### src/rtl/sseq_pkg.sv
`timescale 1ns/1ps
package sseq_pkg;
  typedef enum logic [1:0] {WID_BYTE = 2'd0, WID_HALF = 2'd1, WID_WORD = 2'd2, WID_BAD = 2'd3} wid_e;
  typedef enum logic [1:0] {DIR_P2M = 2'd0, DIR_M2P = 2'd1, DIR_M2M = 2'd2, DIR_BAD = 2'd3} dir_e;

  localparam int unsigned STEP_W = 3;

  function automatic logic [STEP_W-1:0] wid_step(input wid_e w);
    case (w)
      WID_HALF: return 3'd2;
      WID_WORD: return 3'd4;
      default:  return 3'd1;
    endcase
  endfunction

  function automatic logic wid_aligned(input wid_e w, input logic [1:0] lsb);
    case (w)
      WID_HALF: return ~lsb[0];
      WID_WORD: return (lsb == 2'b00);
      default:  return 1'b1;
    endcase
  endfunction
endpackage

### src/rtl/sseq_cfg_check.sv
`timescale 1ns/1ps
module sseq_cfg_check
  import sseq_pkg::*;
(
  input  logic [1:0] dir,
  input  logic [1:0] psize,
  input  logic [1:0] msize,
  input  logic       pinc,
  input  logic       minc,
  input  logic       pburst,
  input  logic       mburst,
  input  logic       circ,
  input  logic       dbuf,
  input  logic [1:0] p_lsb,
  input  logic [1:0] m0_lsb,
  input  logic [1:0] m1_lsb,
  input  logic       count_zero,
  output logic       bad
);
  wid_e pw, mw;
  dir_e dw;
  logic code_bad, align_bad, burst_bad, mode_bad;

  always_comb begin
    pw        = wid_e'(psize);
    mw        = wid_e'(msize);
    dw        = dir_e'(dir);
    code_bad  = (pw == WID_BAD) | (mw == WID_BAD) | (dw == DIR_BAD) | count_zero;
    align_bad = ~wid_aligned(pw, p_lsb) | ~wid_aligned(mw, m0_lsb)
              | (dbuf & ~wid_aligned(mw, m1_lsb));
    burst_bad = (pburst & ~pinc) | (mburst & ~minc);
    mode_bad  = (dw == DIR_M2M) & (circ | dbuf);
    bad       = code_bad | align_bad | burst_bad | mode_bad;
  end
endmodule

### src/rtl/sseq_ptr.sv
`timescale 1ns/1ps
module sseq_ptr
  import sseq_pkg::*;
#(
  parameter int AW = 32
) (
  input  logic              clk,
  input  logic              rst,
  input  logic              load,
  input  logic              wrap,
  input  logic              swap,
  input  logic              adv,
  input  logic [STEP_W-1:0] step,
  input  logic [AW-1:0]     base0,
  input  logic [AW-1:0]     base1,
  output logic [AW-1:0]     cur,
  output logic              sel
);
  localparam int PAD = AW - STEP_W;

  always_ff @(posedge clk) begin
    if (rst) begin
      cur <= '0;
      sel <= 1'b0;
    end else if (load) begin
      cur <= base0;
      sel <= 1'b0;
    end else if (wrap) begin
      if (swap) begin
        sel <= ~sel;
        cur <= sel ? base0 : base1;
      end else begin
        cur <= sel ? base1 : base0;
      end
    end else if (adv) begin
      cur <= cur + {{PAD{1'b0}}, step};
    end
  end
endmodule

### src/rtl/sseq_count.sv
`timescale 1ns/1ps
module sseq_count #(
  parameter int CW = 16
) (
  input  logic          clk,
  input  logic          rst,
  input  logic          load,
  input  logic          reload,
  input  logic          dec,
  input  logic [CW-1:0] prog,
  output logic [CW-1:0] rem,
  output logic          last,
  output logic          half_hit
);
  logic [CW-1:0] prog_q;
  logic [CW-1:0] rem_m1;

  always_comb begin
    rem_m1   = rem - CW'(1);
    last     = (rem == CW'(1));
    half_hit = (rem_m1 == (prog_q >> 1));
  end

  always_ff @(posedge clk) begin
    if (rst) begin
      rem    <= '0;
      prog_q <= '0;
    end else if (load) begin
      rem    <= prog;
      prog_q <= prog;
    end else if (reload) begin
      rem    <= prog_q;
    end else if (dec) begin
      rem    <= rem_m1;
    end
  end
endmodule

### src/rtl/sseq_top.sv
`timescale 1ns/1ps
module sseq_top
  import sseq_pkg::*;
#(
  parameter int AW = 32,
  parameter int CW = 16
) (
  input  logic          clk,
  input  logic          rst,
  input  logic          cfg_en,
  input  logic [1:0]    cfg_dir,
  input  logic [1:0]    cfg_psize,
  input  logic [1:0]    cfg_msize,
  input  logic          cfg_pinc,
  input  logic          cfg_minc,
  input  logic          cfg_pfix,
  input  logic          cfg_pburst,
  input  logic          cfg_mburst,
  input  logic          cfg_circ,
  input  logic          cfg_dbuf,
  input  logic          cfg_pflow,
  input  logic [AW-1:0] cfg_paddr,
  input  logic [AW-1:0] cfg_m0addr,
  input  logic [AW-1:0] cfg_m1addr,
  input  logic [CW-1:0] cfg_count,
  input  logic          xfer_done,
  input  logic          periph_eot,
  output logic [AW-1:0] cur_paddr,
  output logic [AW-1:0] cur_maddr,
  output logic [CW-1:0] remaining,
  output logic          active,
  output logic          buf_sel,
  output logic          evt_half,
  output logic          evt_done,
  output logic          evt_err,
  output logic          irq
);
  localparam logic [STEP_W-1:0] FIX_STEP = 3'd4;

  logic en_q, active_q, half_q, done_q, err_q;
  logic start, bad, go, run, adv, last, half_hit, hit0, rewind, stop_cnt, eot_stop;
  logic [STEP_W-1:0] pstep, mstep;
  logic p_sel_unused;

  sseq_cfg_check u_check (
    .dir(cfg_dir), .psize(cfg_psize), .msize(cfg_msize),
    .pinc(cfg_pinc), .minc(cfg_minc), .pburst(cfg_pburst), .mburst(cfg_mburst),
    .circ(cfg_circ), .dbuf(cfg_dbuf),
    .p_lsb(cfg_paddr[1:0]), .m0_lsb(cfg_m0addr[1:0]), .m1_lsb(cfg_m1addr[1:0]),
    .count_zero(cfg_count == '0), .bad(bad)
  );

  always_comb begin
    start    = cfg_en & ~en_q & ~active_q;
    go       = start & ~bad;
    run      = active_q & cfg_en;
    adv      = run & xfer_done;
    hit0     = adv & last;
    rewind   = hit0 & (cfg_circ | cfg_dbuf);
    stop_cnt = hit0 & ~(cfg_circ | cfg_dbuf);
    eot_stop = run & cfg_pflow & periph_eot;
    if (!cfg_pinc)     pstep = '0;
    else if (cfg_pfix) pstep = FIX_STEP;
    else               pstep = wid_step(wid_e'(cfg_psize));
    mstep = cfg_minc ? wid_step(wid_e'(cfg_msize)) : '0;
  end

  sseq_ptr #(.AW(AW)) u_pptr (
    .clk(clk), .rst(rst), .load(go), .wrap(rewind), .swap(1'b0), .adv(adv),
    .step(pstep), .base0(cfg_paddr), .base1(cfg_paddr),
    .cur(cur_paddr), .sel(p_sel_unused)
  );

  sseq_ptr #(.AW(AW)) u_mptr (
    .clk(clk), .rst(rst), .load(go), .wrap(rewind), .swap(cfg_dbuf), .adv(adv),
    .step(mstep), .base0(cfg_m0addr), .base1(cfg_m1addr),
    .cur(cur_maddr), .sel(buf_sel)
  );

  sseq_count #(.CW(CW)) u_cnt (
    .clk(clk), .rst(rst), .load(go), .reload(rewind), .dec(adv),
    .prog(cfg_count), .rem(remaining), .last(last), .half_hit(half_hit)
  );

  always_ff @(posedge clk) begin
    if (rst) begin
      en_q     <= 1'b0;
      active_q <= 1'b0;
      half_q   <= 1'b0;
      done_q   <= 1'b0;
      err_q    <= 1'b0;
    end else begin
      en_q <= cfg_en;
      if (start) begin
        active_q <= ~bad;
        half_q   <= 1'b0;
        done_q   <= 1'b0;
        err_q    <= bad;
      end else if (active_q) begin
        if (!cfg_en || stop_cnt || eot_stop) active_q <= 1'b0;
        if (adv && half_hit)                 half_q   <= 1'b1;
        if (hit0 || eot_stop)                done_q   <= 1'b1;
      end
    end
  end

  assign active   = active_q;
  assign evt_half = half_q;
  assign evt_done = done_q;
  assign evt_err  = err_q;
  assign irq      = half_q | done_q | err_q;
endmodule

### config.mk
export PLATFORM = sky130hd
export DESIGN_NAME = sseq_top
export DESIGN_NICKNAME = d
export VERILOG_FILES = /design/src/rtl/sseq_pkg.sv /design/src/rtl/sseq_cfg_check.sv /design/src/rtl/sseq_ptr.sv /design/src/rtl/sseq_count.sv /design/src/rtl/sseq_top.sv
export SDC_FILE = /design/constraint.sdc
export NUM_CORES = 1
export LEC_CHECK = 0
export ABC_AREA = 1
export CORE_MARGIN = 10
export CORE_UTILIZATION = 54
export CTS_CLUSTER_DIAMETER = 200
export DETAILED_ROUTE_END_ITERATION = 12
export PLACE_DENSITY = 0.88
export SLEW_MARGIN = 20
export SYNTH_ARGS = -nofsm -noshare
export SYNTH_HDL_FRONTEND = slang
export SYNTH_SLANG_ARGS = --single-unit
### constraint.sdc
create_clock -name clk -period 6 [get_ports clk]
set_clock_uncertainty 0.05 [all_clocks]
set_input_delay 0.6 -clock clk [delete_from_list [all_inputs] [get_ports clk]]
set_output_delay 0.6 -clock clk [all_outputs]
set_load 0.02 [all_outputs]
==> results.md, run 1 <==
- Status: finished clean
- CP Depth: 17
- Seq/Total Area, Yosys: roughly 25%
- Total Nets Final: 1721
- Hold Path Origin: u_cnt.prog_q[0]
- Synthesis Warnings: 0
- Critical Path End Type: flip-flop
- Routed wire length per instance: approximately 16 um
- Max-cap check violation count: 0
- Clk_lat worst skew: ~0.36 ns
- Fillers: 1329
- Most used cell, CP: nand2_1
- Hold Crit Class: flip-flop to flip-flop
- Synth-to-Final Area Change: 29.7%
- Comb power frac: a little over a fifth
- Register Area: a little over 2000 um2
- Worst-case clock buffer depth: 2
- Hold Buf Count CTS: 0
- Worst slew pin tran: 0.974 ns
- I/O pin count: 217
- M1 WL: around 12000 um
- CTS tree: yes
- Gr usage total: approximately 27%
- Antenna violations before repair: 1
- Met2 WL: around 14000 um
- DR top layer: met4
- Total number of vias: 9643
- Max incr delay on CP: approximately 0.52 ns
- Hold path depth: 2
- Dpl cells: approximately 1800
- Initial Utilization: 54.6%
- RSZ-0062 raised after global routing: no
- H-tree lvl count: 3
- Critical R2R Launch: u_cnt.rem[0]
- Clk pin slew, worst setup/hold paths: ~0.070 ns
- Drt pass-1 iters: 5
- Final Hold Vio Count: 0
- Worst EP required: about 6.2 ns
- Vias in the first global route: ~9100
- Critical path class: input pin to flip-flop
- Leak: slightly below 5 nW
- Hold_ws: ~0.42 ns
- Rows: 45
- Cell variety after synth: 44
- Final setup viols: 0
- Mapped Nets: roughly 1500
- Peak supply drop: ~0.16 mV
- CP top delay family: simple AND/OR/NAND/NOR gates
- Die height: 143 um
- Clock Tree Root: clkbuf_16
- Initial DRC count: 777
- Pwr Density: 164 nW/um2
- Drt drc: 0
- Clock buffer count from CTS: 9
- Seq pwr share: between 40% and 50%
- Final min period: about 3.4 ns
- Vias per inst: between 5 and 6
- Startpoint Class: input pin
- Share of post-route cells with drive strength above 1: under 10%
- Wire length on met3: about 2700 um
- Sw power: 502 uW
- TNS Setup: 0 ns
- I/O Buffers: roughly 220
- R2R depth: 10
- Pins Over Slew Limit: 0
- Core area: roughly 15000 um2
- Clk pwr share: around 37%
- Die width: approximately 140 um
- Crit-path slowest cell: clkdlybuf4s50_1
- Grt ovf: 0
- Max Freq: a little under 0.3 GHz
- Hpwl dp: roughly 21000 um
- Final wirelength: approximately 29000 um
- # Post-CTS Setup Buffers: 0
- Synth Register Bits: slightly above 100
- Cell area after synthesis: approximately 8200 um2
- Final Wtd Congestion: just over 0.9
- Internal power: about 1.2 mW
- Cts repair resizes: 0
- Worst path bufs/invs: 4
- Max-slew headroom: a little over a third
- Gate Count Post-Synth: roughly 1400
- Critical-path cell list: clkdlybuf4s50_1, inv_1, ha_1, nand2_1, inv_1, ha_1, fa_1, inv_1, o21bai_1, nand3_1, nor2_1, nand2_1, nor2_1, nand2_1, xnor2_1, nand2_1, a21oi_1
- Avg Cell Area, Syn: roughly 5.9 um2
- Multi-input gate area: between 5000 and 6000 um2
- CTS sink cnt: roughly 100
- Largest net degree at the start of global routing: 108
- Non-filler cells, final: between 1500 and 2000
- Critical Path Fanout Max: 4
- First-pass GRT wire length: about 46000 um
- CP startpoint: cfg_msize[0]
- Final period util: a little under three fifths
- Sw Share: between 20% and 30%
- Worst EP arrival: between 3 and 4 ns
- Die area: slightly above 20000 um2
- Final ANT Viol Nets: 0
## metal layers
metal	vias to the layer above	global-route usage (%)
met5	-	0
met1	4387	32.8
li1	4826	-
met2	389	46.6
met4	0	5.59
met3	41	8.15
## power by group through the flow
stage / Clock (mW) / Sequential, mW / Combinational, mW
after detailed placement: 0 / 0.740 / 0.373
after CTS: 0.638 / 0.725 / 0.376
after global placement: 0 / 0.739 / 0.367
final: 0.638 / 0.726 / 0.377
after floorplan: 0 / 0.753 / 0.183
after global routing: 0.665 / 0.728 / 0.417
## registers in the layout, indices dropped and copies added, names as in the netlist
name          flops
active            1
en_q              1
evt_done          1
evt_err           1
evt_half          1
u_cnt.prog_q     16
u_cnt.rem        16
u_mptr.cur       32
u_mptr.sel        1
u_pptr.cur       32
## metrics by stage
stage               setup WS (ns)  power [mW]  util (%)  area [um2]
finish                       2.64        1.74      70.8       10600
CTS                          2.66        1.74      70.8       10600
detailed placement           2.38        1.11      68.8       10300
global placement             2.46        1.11      68.8       10300
floorplan                    3.35       0.936         -        8210
global route                 2.40        1.81      70.8       10600
## cells by family after synthesis
group | count (synthesis) | synth area share [%]
AO/OA/AOI/OAI | 258 | 16.5
XOR/XNOR | 53 | 5.65
adder cells (fa/ha/maj) | 16 | 2.62
buffers and inverters | 253 | 12.9
flip-flops | 102 | 24.9
multiplexers | 1 | 0.122
AND/OR/NAND/NOR | 714 | 37.3
## layout make-up
class	instances	area share, %
diodes	1	0.0235
multi-input cells	1042	48.0
flip-flops and latches	102	19.2
inverters	195	6.90
clock buffers	11	2.19
clock inverters	4	0.681
repair buffers	224	20.9
well taps	188	2.21
## worst min-delay path, cell delays in order, from the launching register on
cell and delay [ns]:
dfxtp_1 0.31, nand2_1 0.06, a21oi_1 0.06
## final timing paths
path                endpoint  slack [ns]
min          u_cnt.prog_q[0]        0.42
min reg2reg  u_cnt.prog_q[0]        0.42
max reg2reg   u_pptr.cur[16]        2.81
max           u_mptr.cur[20]        2.64
## cell usage after synthesis
| cell | number | area (um2) |
|---|---|---|
| inv_4 | 1 | 6.26 |
| inv_2 | 6 | 22.5 |
| inv_1 | 188 | 706 |
| nor3_2 | 2 | 20.0 |
| o211ai_1 | 2 | 15.0 |
| o21bai_1 | 2 | 15.0 |
| nor2_4 | 3 | 33.8 |
| dfxtp_1 | 102 | 2040 |
| nor2_2 | 3 | 18.8 |
| o21ai_0 | 106 | 531 |
| buf_1 | 3 | 11.3 |
| nand4_1 | 19 | 119 |
| nor4_1 | 4 | 25.0 |
| clkbuf_2 | 2 | 10.0 |
| ha_1 | 14 | 175 |
| or2_2 | 8 | 50.1 |
| nor4_2 | 2 | 25.0 |
| buf_6 | 8 | 90.1 |
| and2_0 | 1 | 6.26 |
| nand4_2 | 1 | 12.5 |
| mux2i_1 | 1 | 10.0 |
| xor2_1 | 39 | 342 |
| nand2_1 | 428 | 1610 |
| and2_1 | 1 | 6.26 |
| buf_2 | 17 | 85.1 |
| nor2_1 | 107 | 402 |
| a21oi_1 | 121 | 606 |
| o21ai_1 | 12 | 60.1 |
| o21a_1 | 1 | 7.51 |
| clkbuf_1 | 21 | 78.8 |
| nand3_2 | 2 | 20.0 |
| nand3_1 | 94 | 470 |
| fa_1 | 2 | 40.0 |
| o2111ai_1 | 12 | 105 |
| nor3b_1 | 2 | 15.0 |
| nand2_2 | 2 | 12.5 |
| nand3b_1 | 6 | 45.0 |
| a31oi_1 | 1 | 6.26 |
| xnor2_1 | 14 | 123 |
| buf_4 | 7 | 52.6 |
| nor3_1 | 25 | 125 |
| nor2_8 | 2 | 40.0 |
| and3_1 | 2 | 12.5 |
| a21boi_0 | 1 | 7.51 |
## cell usage in the layout (no fill, tap or decap), types with 3 or more instances in the layout
cell type,netlist,final
xnor2_1,14,14
inv_2,6,6
nor2_2,3,3
nor3_1,25,25
or2_2,8,8
buf_4,7,8
nand3b_1,6,6
nor4_1,4,4
xor2_1,39,39
dfxtp_1,102,102
a21oi_1,121,121
o21ai_1,12,12
nand3_1,94,94
nor2_1,107,107
o2111ai_1,12,12
o21ai_0,106,106
ha_1,14,14
clkdlybuf4s50_1,0,216
nor2_4,3,3
inv_1,188,188
clkbuf_16,0,9
nand2_1,428,428
nand4_1,19,19
No activity file was read; power rests on OpenSTA's default activity.
==> inputs of run 2 (changes only) <==
--- a/config.mk
+++ b/config.mk
@@ -7,10 +7,10 @@
 export LEC_CHECK = 0
 export ABC_AREA = 1
 export CORE_MARGIN = 10
-export CORE_UTILIZATION = 54
+export CORE_UTILIZATION = 50
 export CTS_CLUSTER_DIAMETER = 200
 export DETAILED_ROUTE_END_ITERATION = 12
-export PLACE_DENSITY = 0.88
+export PLACE_DENSITY = 0.82
 export SLEW_MARGIN = 20
 export SYNTH_ARGS = -nofsm -noshare
 export SYNTH_HDL_FRONTEND = slang
==> constraint.sdc (replaced) <==
create_clock -name clk -period 3.4 [get_ports clk]
set_clock_uncertainty 0.05 [all_clocks]
set_input_delay 0.34 -clock clk [delete_from_list [all_inputs] [get_ports clk]]
set_output_delay 0.34 -clock clk [all_outputs]
set_load 0.02 [all_outputs]
==> run 2 against run 1 <==
  * Routed wire length is 0.37% lower
  * Worst setup slack worse by 2.2 ns
  * Total power is 79% higher
  * Combinational power is 77% higher
  * Hold slack better by 0.0024 ns
  * Cell area is 1.3% higher
  * Register-to-register slack worse by 2.0 ns
  * Clock-buffer cell count stayed put
  * Sequential cell count stayed put
  * Sequential power is 76% higher
  * Die area is 6.9% higher
==> results.md, run 2 (synthesis gave the netlist of run 1 again) <==
- Fillers: approximately 1500
- Most frequent cells in the layout: nand2_1 (427), clkdlybuf4s50_1 (216), inv_1 (188), a21oi_1 (121), nor2_1 (107)
- Antenna violations before repair: 3
- I/O pin count: 217
- R2R depth: 11
- Critical-path cell list: clkdlybuf4s50_1, inv_1, ha_1, inv_1, nor3_1, ha_1, fa_1, a21oi_1, nor2_1, nand2_1, nor2_1, inv_1, nor2_1, xor2_1, nand2_1, nand2_1, a21oi_1, nor2_1
- Worst slew pin tran: 0.596 ns
- Cts repair resizes: 0
- Vias in the first global route: around 9200
- Peak supply drop: roughly 0.25 mV
- Crit-path slowest cell: clkdlybuf4s50_1
- Total Nets Final: 1730
- CTS tree: yes
- Worst EP required: roughly 3.7 ns
- Most used cell, CP: nor2_1
- Final min period: 2.97 ns
- Rows: 46
- Max-slew headroom: 60.2%
- Top Registers: u_mptr.cur: 32 flops, u_pptr.cur: 32 flops
- Most common cell after layout, fill and taps aside: nand2_1
- Hold path depth: 2
- Hold Buf Count CTS: 0
- Routed wire length per instance: 15.9 um
- Sw power: ~900 uW
- CP top delay family: simple AND/OR/NAND/NOR gates
- Reg-to-reg slack, setup: just over 0.8 ns
- Drt drc: 0
- Clk_lat worst skew: approximately 0.36 ns
- Largest net degree at the start of global routing: just under 50
- Hold Crit Class: flip-flop to flip-flop
- Initial DRC count: about 800
- Hold worst-path end: u_cnt.prog_q[0]
- CTS sink cnt: about 100
- Final Hold Vio Count: 0
- Worst EP arrival: 3.22 ns
- Final Wtd Congestion: slightly above 0.9
- Grt ovf: 0
- Final wirelength: 28600 um
- Die width: about 150 um
- Pins Over Slew Limit: 0
- Critical Path Fanout Max: 5
- Sw Share: a little under 30%
- Die height: approximately 150 um
- Synth-to-Final Area Change: 31.4%
- R2R Path End: u_pptr.cur[8]
- Dpl cells: about 1800
- Max-cap check violation count: 0
- Clk pwr share: 37.5%
- Status: finished clean
- Clock Tree Root: clkbuf_16
- Comb power frac: between 20% and 30%
- Drt pass-1 iters: 6
- Final ANT Viol Nets: 0
- Worst path bufs/invs: 4
- Critical Path End Type: flip-flop
- Internal power: ~2.2 mW
- Clk pin slew, worst setup/hold paths: 0.08 ns
- Die area: about 22000 um2
- Startpoint Class: input pin
- Seq pwr share: a little over 40%
- Share of post-route cells with drive strength above 1: around 4.1%
- First-pass GRT wire length: 46600 um
- Vias per inst: between 5 and 6
- Final period util: slightly below 90%
- Critical R2R Launch: u_cnt.rem[0]
- Hold Path Origin: u_cnt.prog_q[0]
- Pwr Density: between 200 and 300 nW/um2
- Fin util: about two thirds
- Final setup viols: 0
- RSZ-0062 raised after global routing: no
- Max incr delay on CP: roughly 0.5 ns
- Design Power: between 3 and 4 mW
- Clock buffer count from CTS: 9
- Multi-input gate area: a little over 5000 um2
- Critical path class: input pin to flip-flop
- Non-filler cells, final: 1807
- Leak: 4.88 nW
- Max Freq: between 0.3 and 0.4 GHz
- TNS Setup: 0 ns
- Total number of vias: between 9000 and 10000
- # Post-CTS Setup Buffers: 0
- Core area: approximately 16000 um2
- Gr usage total: 25.5%
- Register Area: around 2000 um2
- H-tree lvl count: 3
- I/O Buffers: about 220
- Worst-case clock buffer depth: 2
- Initial Utilization: 51.3%
- Hpwl dp: between 20000 and 25000 um
-- run 2: metrics by stage --
step	area, um2	hold WS, ns	setup WS (ns)
3_5_place_dp	10500	0.412	0.0848
6_report	10800	0.424	0.428
2_1_floorplan	8210	0.391	1.01
4_1_cts	10800	0.425	0.457
3_3_place_gp	10500	0.400	0.199
5_1_grt	10800	0.448	0.0830
-- run 2: worst reg2reg max path: cells and delay by family (launching register included) --
kind,cells,cell delay (ns)
simple gates,6,0.88
flops,1,0.51
fa+ha+maj,1,0.23
compound gates,1,0.14
buf+inv,3,0.67
-- run 2: power by group through the flow --
stage | clock (mW) | sequential, mW | combinational, mW
after global placement | 0 | 1.31 | 0.646
after detailed placement | 0 | 1.31 | 0.657
after global routing | 1.21 | 1.29 | 0.741
after CTS | 1.17 | 1.28 | 0.664
after floorplan | 0 | 1.33 | 0.323
final | 1.17 | 1.28 | 0.666
-- run 2: how the worst max path moves through the flow --
stage | start | cells past startpoint | slack, ns | end
2_1_floorplan | cfg_psize[0] | 17 | 1.01 | u_pptr.cur[16]
3_3_place_gp | cfg_psize[0] | 16 | 0.20 | u_pptr.cur[18]
3_5_place_dp | cfg_psize[0] | 18 | 0.08 | u_pptr.cur[10]
4_1_cts | cfg_psize[0] | 18 | 0.46 | u_pptr.cur[16]
5_1_grt | cfg_psize[0] | 18 | 0.08 | u_pptr.cur[10]
6_report | cfg_psize[0] | 18 | 0.43 | u_pptr.cur[16]
-- run 2: final cells by class --
cell class	count	area share (%)
Sequential cell	102	18.9
Clock inverter	5	0.754
Clock buffer	11	2.25
Timing Repair Buffer	233	21.3
Antenna cell	3	0.0696
Inverter	195	6.81
Multi-Input combinational cell	1042	47.4
Tap cell	216	2.50
-- run 2: routing by layer --
layer / share of wire [%] / up-vias / global-route usage, %
li1: - / 4839 / -
met4: 2.3 / 0 / 8.37
met1: 42 / 4340 / 32.0
met3: 9.7 / 48 / 6.80
met5: 0 / - / 0
met2: 46 / 425 / 41.4
